[src/rtl/pport_xcap_pkg.sv]
package pport_xcap_pkg;
  localparam int unsigned BYTE_W = 8;

  typedef enum logic [2:0] {
    MODE_STD     = 3'b000,
    MODE_BIDIR   = 3'b001,
    MODE_PFIFO   = 3'b010,
    MODE_XFIFO   = 3'b011,
    MODE_ADDRDAT = 3'b100,
    MODE_RSVD    = 3'b101,
    MODE_FTEST   = 3'b110,
    MODE_CFG     = 3'b111
  } xcap_mode_e;

  localparam logic [1:0] FST_PART  = 2'b00;
  localparam logic [1:0] FST_EMPTY = 2'b01;
  localparam logic [1:0] FST_FULL  = 2'b10;

  localparam logic [1:0] OFS_DATA = 2'd0;
  localparam logic [1:0] OFS_CFGB = 2'd1;
  localparam logic [1:0] OFS_CTRL = 2'd2;
  localparam logic [1:0] OFS_CFGA = 2'd3;

  function automatic logic [2:0] width_code(int unsigned w);
    case (w)
      16:      return 3'b000;
      32:      return 3'b010;
      default: return 3'b001;
    endcase
  endfunction
endpackage

[src/rtl/pport_xcap_fifo.sv]
module pport_xcap_fifo #(
  parameter int unsigned DATA_W = 8,
  parameter int unsigned DEPTH  = 2
) (
  input  logic                       clk_i,
  input  logic                       rst_ni,
  input  logic                       push_i,
  input  logic                       pop_i,
  input  logic                       flush_i,
  input  logic [DATA_W-1:0]          wdata_i,
  output logic [DATA_W-1:0]          head_o,
  output logic [$clog2(DEPTH+1)-1:0] cnt_o,
  output logic                       empty_o,
  output logic                       full_o
);
  localparam int unsigned PTR_W = (DEPTH > 1) ? $clog2(DEPTH) : 1;
  localparam int unsigned CNT_W = $clog2(DEPTH + 1);
  localparam logic [PTR_W-1:0] PTR_LAST = PTR_W'(DEPTH - 1);
  localparam logic [CNT_W-1:0] CNT_FULL = CNT_W'(DEPTH);

  logic [PTR_W-1:0]  wr_ptr_q, rd_ptr_q;
  logic [CNT_W-1:0]  cnt_q;
  logic [DATA_W-1:0] mem_q [DEPTH];
  logic              do_push, do_pop;

  assign empty_o = (cnt_q == '0);
  assign full_o  = (cnt_q == CNT_FULL);
  assign do_push = push_i & ~full_o & ~flush_i;
  assign do_pop  = pop_i & ~empty_o & ~flush_i;
  assign cnt_o   = cnt_q;
  assign head_o  = mem_q[rd_ptr_q];

  for (genvar i = 0; i < DEPTH; i++) begin : g_slot
    always_ff @(posedge clk_i or negedge rst_ni) begin
      if (!rst_ni) mem_q[i] <= '0;
      else if (do_push && wr_ptr_q == PTR_W'(i)) mem_q[i] <= wdata_i;
    end
  end

  always_ff @(posedge clk_i or negedge rst_ni) begin
    if (!rst_ni) begin
      wr_ptr_q <= '0;
      rd_ptr_q <= '0;
      cnt_q    <= '0;
    end else if (flush_i) begin
      wr_ptr_q <= '0;
      rd_ptr_q <= '0;
      cnt_q    <= '0;
    end else begin
      if (do_push) wr_ptr_q <= (wr_ptr_q == PTR_LAST) ? '0 : wr_ptr_q + 1'b1;
      if (do_pop)  rd_ptr_q <= (rd_ptr_q == PTR_LAST) ? '0 : rd_ptr_q + 1'b1;
      case ({do_push, do_pop})
        2'b10:   cnt_q <= cnt_q + 1'b1;
        2'b01:   cnt_q <= cnt_q - 1'b1;
        default: cnt_q <= cnt_q;
      endcase
    end
  end
endmodule

[src/rtl/pport_xcap_ctrl.sv]
module pport_xcap_ctrl
  import pport_xcap_pkg::*;
(
  input  logic       clk_i,
  input  logic       rst_ni,
  input  logic       wr_en_i,
  input  logic [2:0] mode_wr_i,
  input  logic       empty_i,
  input  logic       full_i,
  output xcap_mode_e mode_o,
  output logic       flush_o,
  output logic [1:0] status_o
);
  xcap_mode_e mode_q;

  // flush only on an actual change of mode
  assign flush_o = wr_en_i & (mode_wr_i != mode_q);
  assign mode_o  = mode_q;

  always_comb begin
    if (empty_i)     status_o = FST_EMPTY;
    else if (full_i) status_o = FST_FULL;
    else             status_o = FST_PART;
  end

  always_ff @(posedge clk_i or negedge rst_ni) begin
    if (!rst_ni)      mode_q <= MODE_STD;
    else if (wr_en_i) mode_q <= xcap_mode_e'(mode_wr_i);
  end
endmodule

[src/rtl/pport_xcap_regs.sv]
module pport_xcap_regs
  import pport_xcap_pkg::*;
#(
  parameter int unsigned FIFO_DEPTH = 2
) (
  input  logic              clk_i,
  input  logic              rst_ni,
  input  logic [1:0]        addr_i,
  input  logic              wr_i,
  input  logic              rd_i,
  input  logic [BYTE_W-1:0] wdata_i,
  output logic [BYTE_W-1:0] rdata_o
);
  localparam int unsigned CNT_W = $clog2(FIFO_DEPTH + 1);
  localparam logic [BYTE_W-1:0] CFGA_VAL = {1'b0, width_code(BYTE_W), 4'b0000};

  xcap_mode_e        mode_q;
  logic              is_test, acc_rd, flush;
  logic              push, pop, ctrl_wr;
  logic [1:0]        status;
  logic [BYTE_W-1:0] fifo_head, plain_q, cfgb_q, last_pop_q, rd_next, ctrl_val;
  logic [CNT_W-1:0]  fifo_cnt;
  logic              fifo_empty, fifo_full;

  assign acc_rd  = rd_i & ~wr_i;
  assign is_test = (mode_q == MODE_FTEST);
  assign ctrl_wr = wr_i & (addr_i == OFS_CTRL);
  assign push    = wr_i & (addr_i == OFS_DATA) & is_test;
  assign pop     = acc_rd & (addr_i == OFS_DATA) & is_test;

  pport_xcap_ctrl u_ctrl (
    .clk_i     (clk_i),
    .rst_ni    (rst_ni),
    .wr_en_i   (ctrl_wr),
    .mode_wr_i (wdata_i[7:5]),
    .empty_i   (fifo_empty),
    .full_i    (fifo_full),
    .mode_o    (mode_q),
    .flush_o   (flush),
    .status_o  (status)
  );

  pport_xcap_fifo #(.DATA_W(BYTE_W), .DEPTH(FIFO_DEPTH)) u_fifo (
    .clk_i   (clk_i),
    .rst_ni  (rst_ni),
    .push_i  (push),
    .pop_i   (pop),
    .flush_i (flush),
    .wdata_i (wdata_i),
    .head_o  (fifo_head),
    .cnt_o   (fifo_cnt),
    .empty_o (fifo_empty),
    .full_o  (fifo_full)
  );

  assign ctrl_val = {mode_q, 3'b000, status};

  always_comb begin
    case (addr_i)
      OFS_DATA: rd_next = is_test ? (fifo_empty ? last_pop_q : fifo_head) : plain_q;
      OFS_CFGB: rd_next = cfgb_q;
      OFS_CTRL: rd_next = ctrl_val;
      default:  rd_next = CFGA_VAL;
    endcase
  end

  always_ff @(posedge clk_i or negedge rst_ni) begin
    if (!rst_ni) begin
      plain_q    <= '0;
      cfgb_q     <= '0;
      last_pop_q <= '0;
      rdata_o    <= '0;
    end else begin
      if (wr_i && addr_i == OFS_DATA && !is_test) plain_q <= wdata_i;
      if (wr_i && addr_i == OFS_CFGB) cfgb_q <= wdata_i;
      if (pop && !fifo_empty) last_pop_q <= fifo_head;
      if (acc_rd) rdata_o <= rd_next;
    end
  end
endmodule

[config.mk]
export PLATFORM = sky130hd
export DESIGN_NAME = pport_xcap_regs
export DESIGN_NICKNAME = d
export VERILOG_FILES = /design/src/rtl/pport_xcap_pkg.sv /design/src/rtl/pport_xcap_fifo.sv /design/src/rtl/pport_xcap_ctrl.sv /design/src/rtl/pport_xcap_regs.sv
export SDC_FILE = /design/constraint.sdc
export NUM_CORES = 1
export LEC_CHECK = 0
export BUFFER_PORTS_ARGS = -buffer_cell sky130_fd_sc_hd__buf_2
export CAP_MARGIN = 20
export CORE_MARGIN = 2
export CORE_UTILIZATION = 28
export CTS_CLUSTER_SIZE = 8
export DETAILED_ROUTE_END_ITERATION = 16
export HOLD_SLACK_MARGIN = 0.08
export MAX_ROUTING_LAYER = met4
export PLACE_DENSITY = 0.45
export SYNTH_ARGS = -nofsm -noshare
export SYNTH_HDL_FRONTEND = slang
export SYNTH_SLANG_ARGS = --single-unit
[constraint.sdc]
create_clock -name clk_i -period 3.3 [get_ports clk_i]
set_clock_uncertainty 0.15 [all_clocks]
set_input_delay 0.66 -clock clk_i [delete_from_list [all_inputs] [get_ports clk_i]]
set_output_delay 0.66 -clock clk_i [all_outputs]
set_load 0.01 [all_outputs]
=== Word level (Yosys, flattened, before mapping) ===
Cells that the tools add are included.

* Word-level logic and storage cells: 68
* Flip-flop bits (word level): 55
* Bits of input ports: 14
* Output and inout port bits: 8

* Eq/ne operators: 7
* Reduce and logical (&&, ||, !) cells: 13
* Multiplexer cells: 16
* Magnitude comparators: 1
* $add $sub $neg: 4
* Bitwise logic cells: 17

{| class="wikitable"
|+ Operators by type and width
! cell !! number
|-
| 8-bit two-way mux || 5
|-
| 8-bit case mux with 3 select lines || 1
|-
| 1-bit AND || 11
|-
| 2-bit equality test (second input constant) || 3
|-
| 1-bit logical AND || 6
|-
| 1-bit two-way mux || 6
|-
| 2-bit two-way mux || 3
|-
| 1-bit inverter || 5
|-
| 2-bit by 1-bit equality test with 1-bit output (second input constant) || 2
|-
| 2-bit logical NOT || 2
|-
| 2-bit case mux with 2 select lines || 1
|-
| 2-bit nonzero test || 2
|-
| 3-bit equality test (second input constant) || 1
|-
| 3-bit inequality test || 1
|-
| 3-bit nonzero test || 1
|-
| 1-bit adder (second input constant) || 2
|-
| 2-bit by 1-bit adder with 2-bit output (second input constant) || 1
|-
| 2-bit >= comparator (second input constant) || 1
|-
| 1-bit logical NOT || 2
|-
| 1-bit inverter with 2-bit output || 1
|-
| 2-bit by 1-bit subtractor with 2-bit output (second input constant) || 1
|}

=== Logic depth before layout (Yosys ltp) ===
* Depth in word-level cells: 9
* Gate-level depth with buffers: 7
* Mapped depth without buffers: 4

=== Hierarchy ===
A second synthesis with hierarchy kept.

* Cell total of the unflattened synthesis: 195
* Area total of the unflattened synthesis: 2651.3 um^2

{| class="wikitable"
|+ Modules (own cells, without submodules)
! module !! sequential area each (um^2) !! cells each !! area an instance (um^2) !! times used
|-
| pport_xcap_regs || 800.8 || 117 || 1522.7 || 1
|-
| pport_xcap_fifo || 500.5 || 66 || 970.9 || 1
|-
| pport_xcap_ctrl || 75.1 || 12 || 157.7 || 1
|}

=== Least setup slack after synthesis ===
Ideal clock, no wire load.

* Kind: input port to flip-flop
* From: input addr_i[0]
* To: register u_fifo.rd_ptr_q
* Buffers on the path: 3
* Slack: 0.876 ns
* Library setup time: 0.118 ns
* Data arrival time: 2.155 ns
* Data required time: 3.032 ns
* Cell stages on the path: 7
* Path through: buf_6 -> or4b_1 -> buf_2 -> or3_1 -> buf_6 -> xnor2_1 -> and2b_1

* Cells in the longest elaborated chain, start to end: 6
* Elaborated cells on any way between the ends: 11
* Those cells by class: 1 x eq/ne; 1 x mux; 7 x bitwise; 2 x reduce/logical

{| class="wikitable"
|+ Ends and longest elaborated chain
! item !! line !! source
|-
| start, declared || pport_xcap_regs.sv:8 || <nowiki>input logic [1:0] addr_i,</nowiki>
|-
| 2-bit logical NOT / 2-bit equality test (equally long branches) || pport_xcap_regs.sv:29, pport_xcap_regs.sv:27 ||
|-
| 1-bit AND, on equally long branches || pport_xcap_regs.sv:29, pport_xcap_regs.sv:27 ||
|-
| 1-bit AND, on equally long branches || pport_xcap_regs.sv:29, pport_xcap_ctrl.sv:17 ||
|-
| 1-bit AND / 1-bit inverter (equally long branches) || pport_xcap_fifo.sv:29 || <nowiki>assign do_pop = pop_i & ~empty_o & ~flush_i;</nowiki>
|-
| 1-bit AND || pport_xcap_fifo.sv:29 ||
|-
| 2-bit nonzero test (no source line) || n/a ||
|-
| end signal, assigned || pport_xcap_fifo.sv:51 || <nowiki>if (do_pop) rd_ptr_q <= (rd_ptr_q == PTR_LAST) ? '0 : rd_ptr_q + 1'b1;</nowiki>
|-
| end, declared || pport_xcap_fifo.sv:21 || <nowiki>logic [PTR_W-1:0] wr_ptr_q, rd_ptr_q;</nowiki>
|}

Several ways; a longest one is shown, not always the timed one.
A chain may end at the register's enable or synchronous reset.

=== Final worst setup path ===
Same ends and word-level chain as after synthesis.

==> reports/qor.yml <==
clocking:
  htree_levels: 2
  clkSinkCount: 55
  path_clk_slew_ps: 100
  post_cts_buffers: 0
  cts_hold_buf: 0
  cts_buffers: 5
  cts_tree: "done"
  clk_latency_ps: 310
  clockBufferDepth: 2
  post_cts_resized: 0
  clock-root-buffer: "clkbuf_8"
worst_setup_path:
  cp_data_required_time_ps: 3360
  crit_path_max_incr_delay_ps: 710
  arrival_ps: 2580
  critPathKind: "input port to flop"
  critPathLaunchType: "input port"
  path_max_fanout: 20
  path_cells: "buf_2 -> or4b_1 -> or3_1 -> xnor2_1 -> and2b_1"
  crit_path_end_kind: "flop"
  cp_top_family: "simple AND/OR/NAND/NOR gates"
  path_buf_inv: 1
  critPathSlowestCell: "or4b_1"
synthesis:
  seq_area_frac_synth_pct: 54.5
  yosys_warnings: 0
  syn_area_um2: 2530
  syn_nets: 222
  synth_edf_count: 0
  syn_area_per_cell_um2: 12.2
  netlist-cell-type-count: 32
  netlist_instances: 208
  ys_seq_elements: 55
  synthFlopType: "dfrtp_1"
  synthArstFlopShare_pct: 100
timing:
  finalCriticalPeriod_ps: 2520
  max_freq_ghz: 0.397
  slew_headroom_pct: 52.2
  rsz0062_at_grt: "false"
  hold_viol_final: 0
  tns_ps: 0
  worst_pin_slew_ps: 717
  setup_viol: 0
  finalMaxSlewViolations: 0
  timing.final.crit_share_pct: 76.3
die:
  start_util_pct: 29.0
  coreArea_um2: 8720
  die_area_um2: 9800
  die_x_um: 99.0
  fp-row-count: 34
  die_h_um: 99.0
  io_pins: 22
routing:
  drt.antenna.violating_nets: 0
  wl_mm: 5.92
  drtPass1Iterations: 4
  post_drt_wl_per_cell_um: 17.6
  drc_errors: 0
  dr.first_iter.drc_count: 83
  via_per_inst: 5.08
  vias: 1707
cells_and_area:
  areaGrowthSynthToFinish_pct: 11.7
  antennaDiodeCount: 0
  nNetsFinal: 241
  drive_gt1_share_pct: 30.3
  post-route-util_pct: 32.4
worst_hold_path:
  hp-class: "input port to async pin"
global_routing:
  grt_pass1_wl_mm: 9.69
  grt_max_degree: 56
  grt_antenna_before_repair: 0
  grt_pass1_vias: 1769
  grt_usage_pct: 13.3
  grt_overflow_total: 0
pwr:
  p_sw_share_pct: 29.3
  clkPwrFrac_pct: 25.1
  p_comb_share_pct: 21.1
  p_sw_uw: 483
  p_per_area_nw_per_um2: 584
  p_int_uw: 1170
  seqPwrFrac_pct: 53.8
  leakage_uw: 0.00124
  ir_drop_mv: 0.196
flow_run:
  maxCapViolations: 0
place:
  gp_congestion: 0.772
  place_hpwl_mm: 4.00
  io_buffers: 21
status:
  outcome: "finished, final reports clean"
[cell usage in the layout, fill, tap and decap left out]
master and n:
clkbuf_8 7, a22oi_1 6, nor2_1 5, and2b_1 1
nor2b_1 5, mux2i_1 13, clkbuf_1 1, mux2_2 36
a21oi_2 1, nand4b_1 1, nand3b_1 1, a21oi_1 7
or2_2 1, a211oi_1 5, nand2b_1 2, xor2_1 3
dfrtp_1 55, xnor2_1 1, and4b_1 1, o41ai_1 2
nand3_1 2, nand2_1 19, o21ai_0 9, o31a_1 1
buf_2 21, nor2_2 1, a21o_1 2, o221ai_1 5
buf_4 2, and3b_1 2, nor3_1 8, or3_1 1
or4b_1 1
[synthesized netlist by cell type (3+ instances only)]
library cell / instances / area share [%]
nor2_1: 5 / 0.74
mux2_2: 36 / 16
nand2_1: 19 / 2.8
clkbuf_1: 6 / 0.89
o21ai_0: 9 / 1.8
nor3_1: 8 / 1.6
a211oi_1: 5 / 1.5
xor2_1: 3 / 1.0
a21oi_1: 7 / 1.4
o221ai_1: 5 / 1.7
dfrtp_1: 55 / 54
a22oi_1: 6 / 1.8
buf_2: 3 / 0.59
nor2b_1: 5 / 1.2
mux2i_1: 13 / 5.1
[per-stage QoR]
| stage | cell area (um2) | total power, uW | hold WS [ps] | std cells | worst slack [ps] |
|---|---|---|---|---|---|
| 2_1_floorplan | 2530 | 1130 | 214 | 208 | 876 |
| 3_3_place_gp | 2720 | 1250 | 305 | 328 | 490 |
| 3_5_place_dp | 2720 | 1260 | 319 | 328 | 466 |
| 4_1_cts | 2820 | 1670 | 342 | 336 | 794 |
| 5_1_grt | 2820 | 1760 | 374 | 336 | 704 |
| 6_report | 2820 | 1650 | 321 | 336 | 780 |
[worst register-to-register path, cell delays in order (launching register included)]
cell,delay [ps]
dfrtp_1,430
and3b_1,520
nand4b_1,260
nor2_2,530
mux2_2,410
[area by class of cell]
class / instances / area (um2)
Timing Repair Buffer: 23 / 120
Multi-Input combinational cell: 142 / 1090
Clock buffer: 8 / 100
Sequential cell: 55 / 1380
Fill cell: 886 / 5900
Tap cell: 108 / 135
[cell families (layout without fill, tap and decap cells)]
| group | after synthesis | after routing | synth area share (%) |
|---|---|---|---|
| compound gates | 38 | 38 | 10.1 |
| buf+inv | 11 | 31 | 2.38 |
| flops | 55 | 55 | 54.5 |
| mux | 49 | 49 | 21.2 |
| xor+xnor | 4 | 4 | 1.39 |
| simple gates | 51 | 51 | 10.4 |
[final timing paths]
path	from	end	slack, ps	cells after the start
setup / recovery	addr_i[0]	u_fifo.rd_ptr_q	780	5
hold / removal	rst_ni	rdata_o[3]	320	2
setup reg to reg	u_ctrl.mode_o[0]	u_fifo.mem_q[13]	900	4
hold reg to reg	rdata_o[2]	rdata_o[2]	340	2
max in group asynchronous	rst_ni	last_pop_q[4]	2200	2
min in group clk_i	rdata_o[2]	rdata_o[2]	340	2
[registers in the layout (all words and copies together), names as in the netlist]
register         count
u_fifo.mem_q        16
plain_q              8
cfgb_q               8
u_fifo.rd_ptr_q      1
u_ctrl.mode_o        3
u_fifo.wr_ptr_q      1
rdata_o              8
u_fifo.cnt_o         2
last_pop_q           8
[metal layers]
layer	GRT usage, %	vias up	wire, um
li1	-	790	-
met1	17.9	885	2910
met2	20.2	23	2770
met3	2.34	9	135
met4	4.43	0	98
met5	-	-	0
[power by group through the flow]
stage	clock [uW]	sequential [uW]	combinational, uW
global route	459	906	393
floorplan	0	876	253
global placement	0	903	350
detailed placement	0	904	354
CTS	428	890	354
finish	414	888	347
Power figures use the tool's default switching activity.
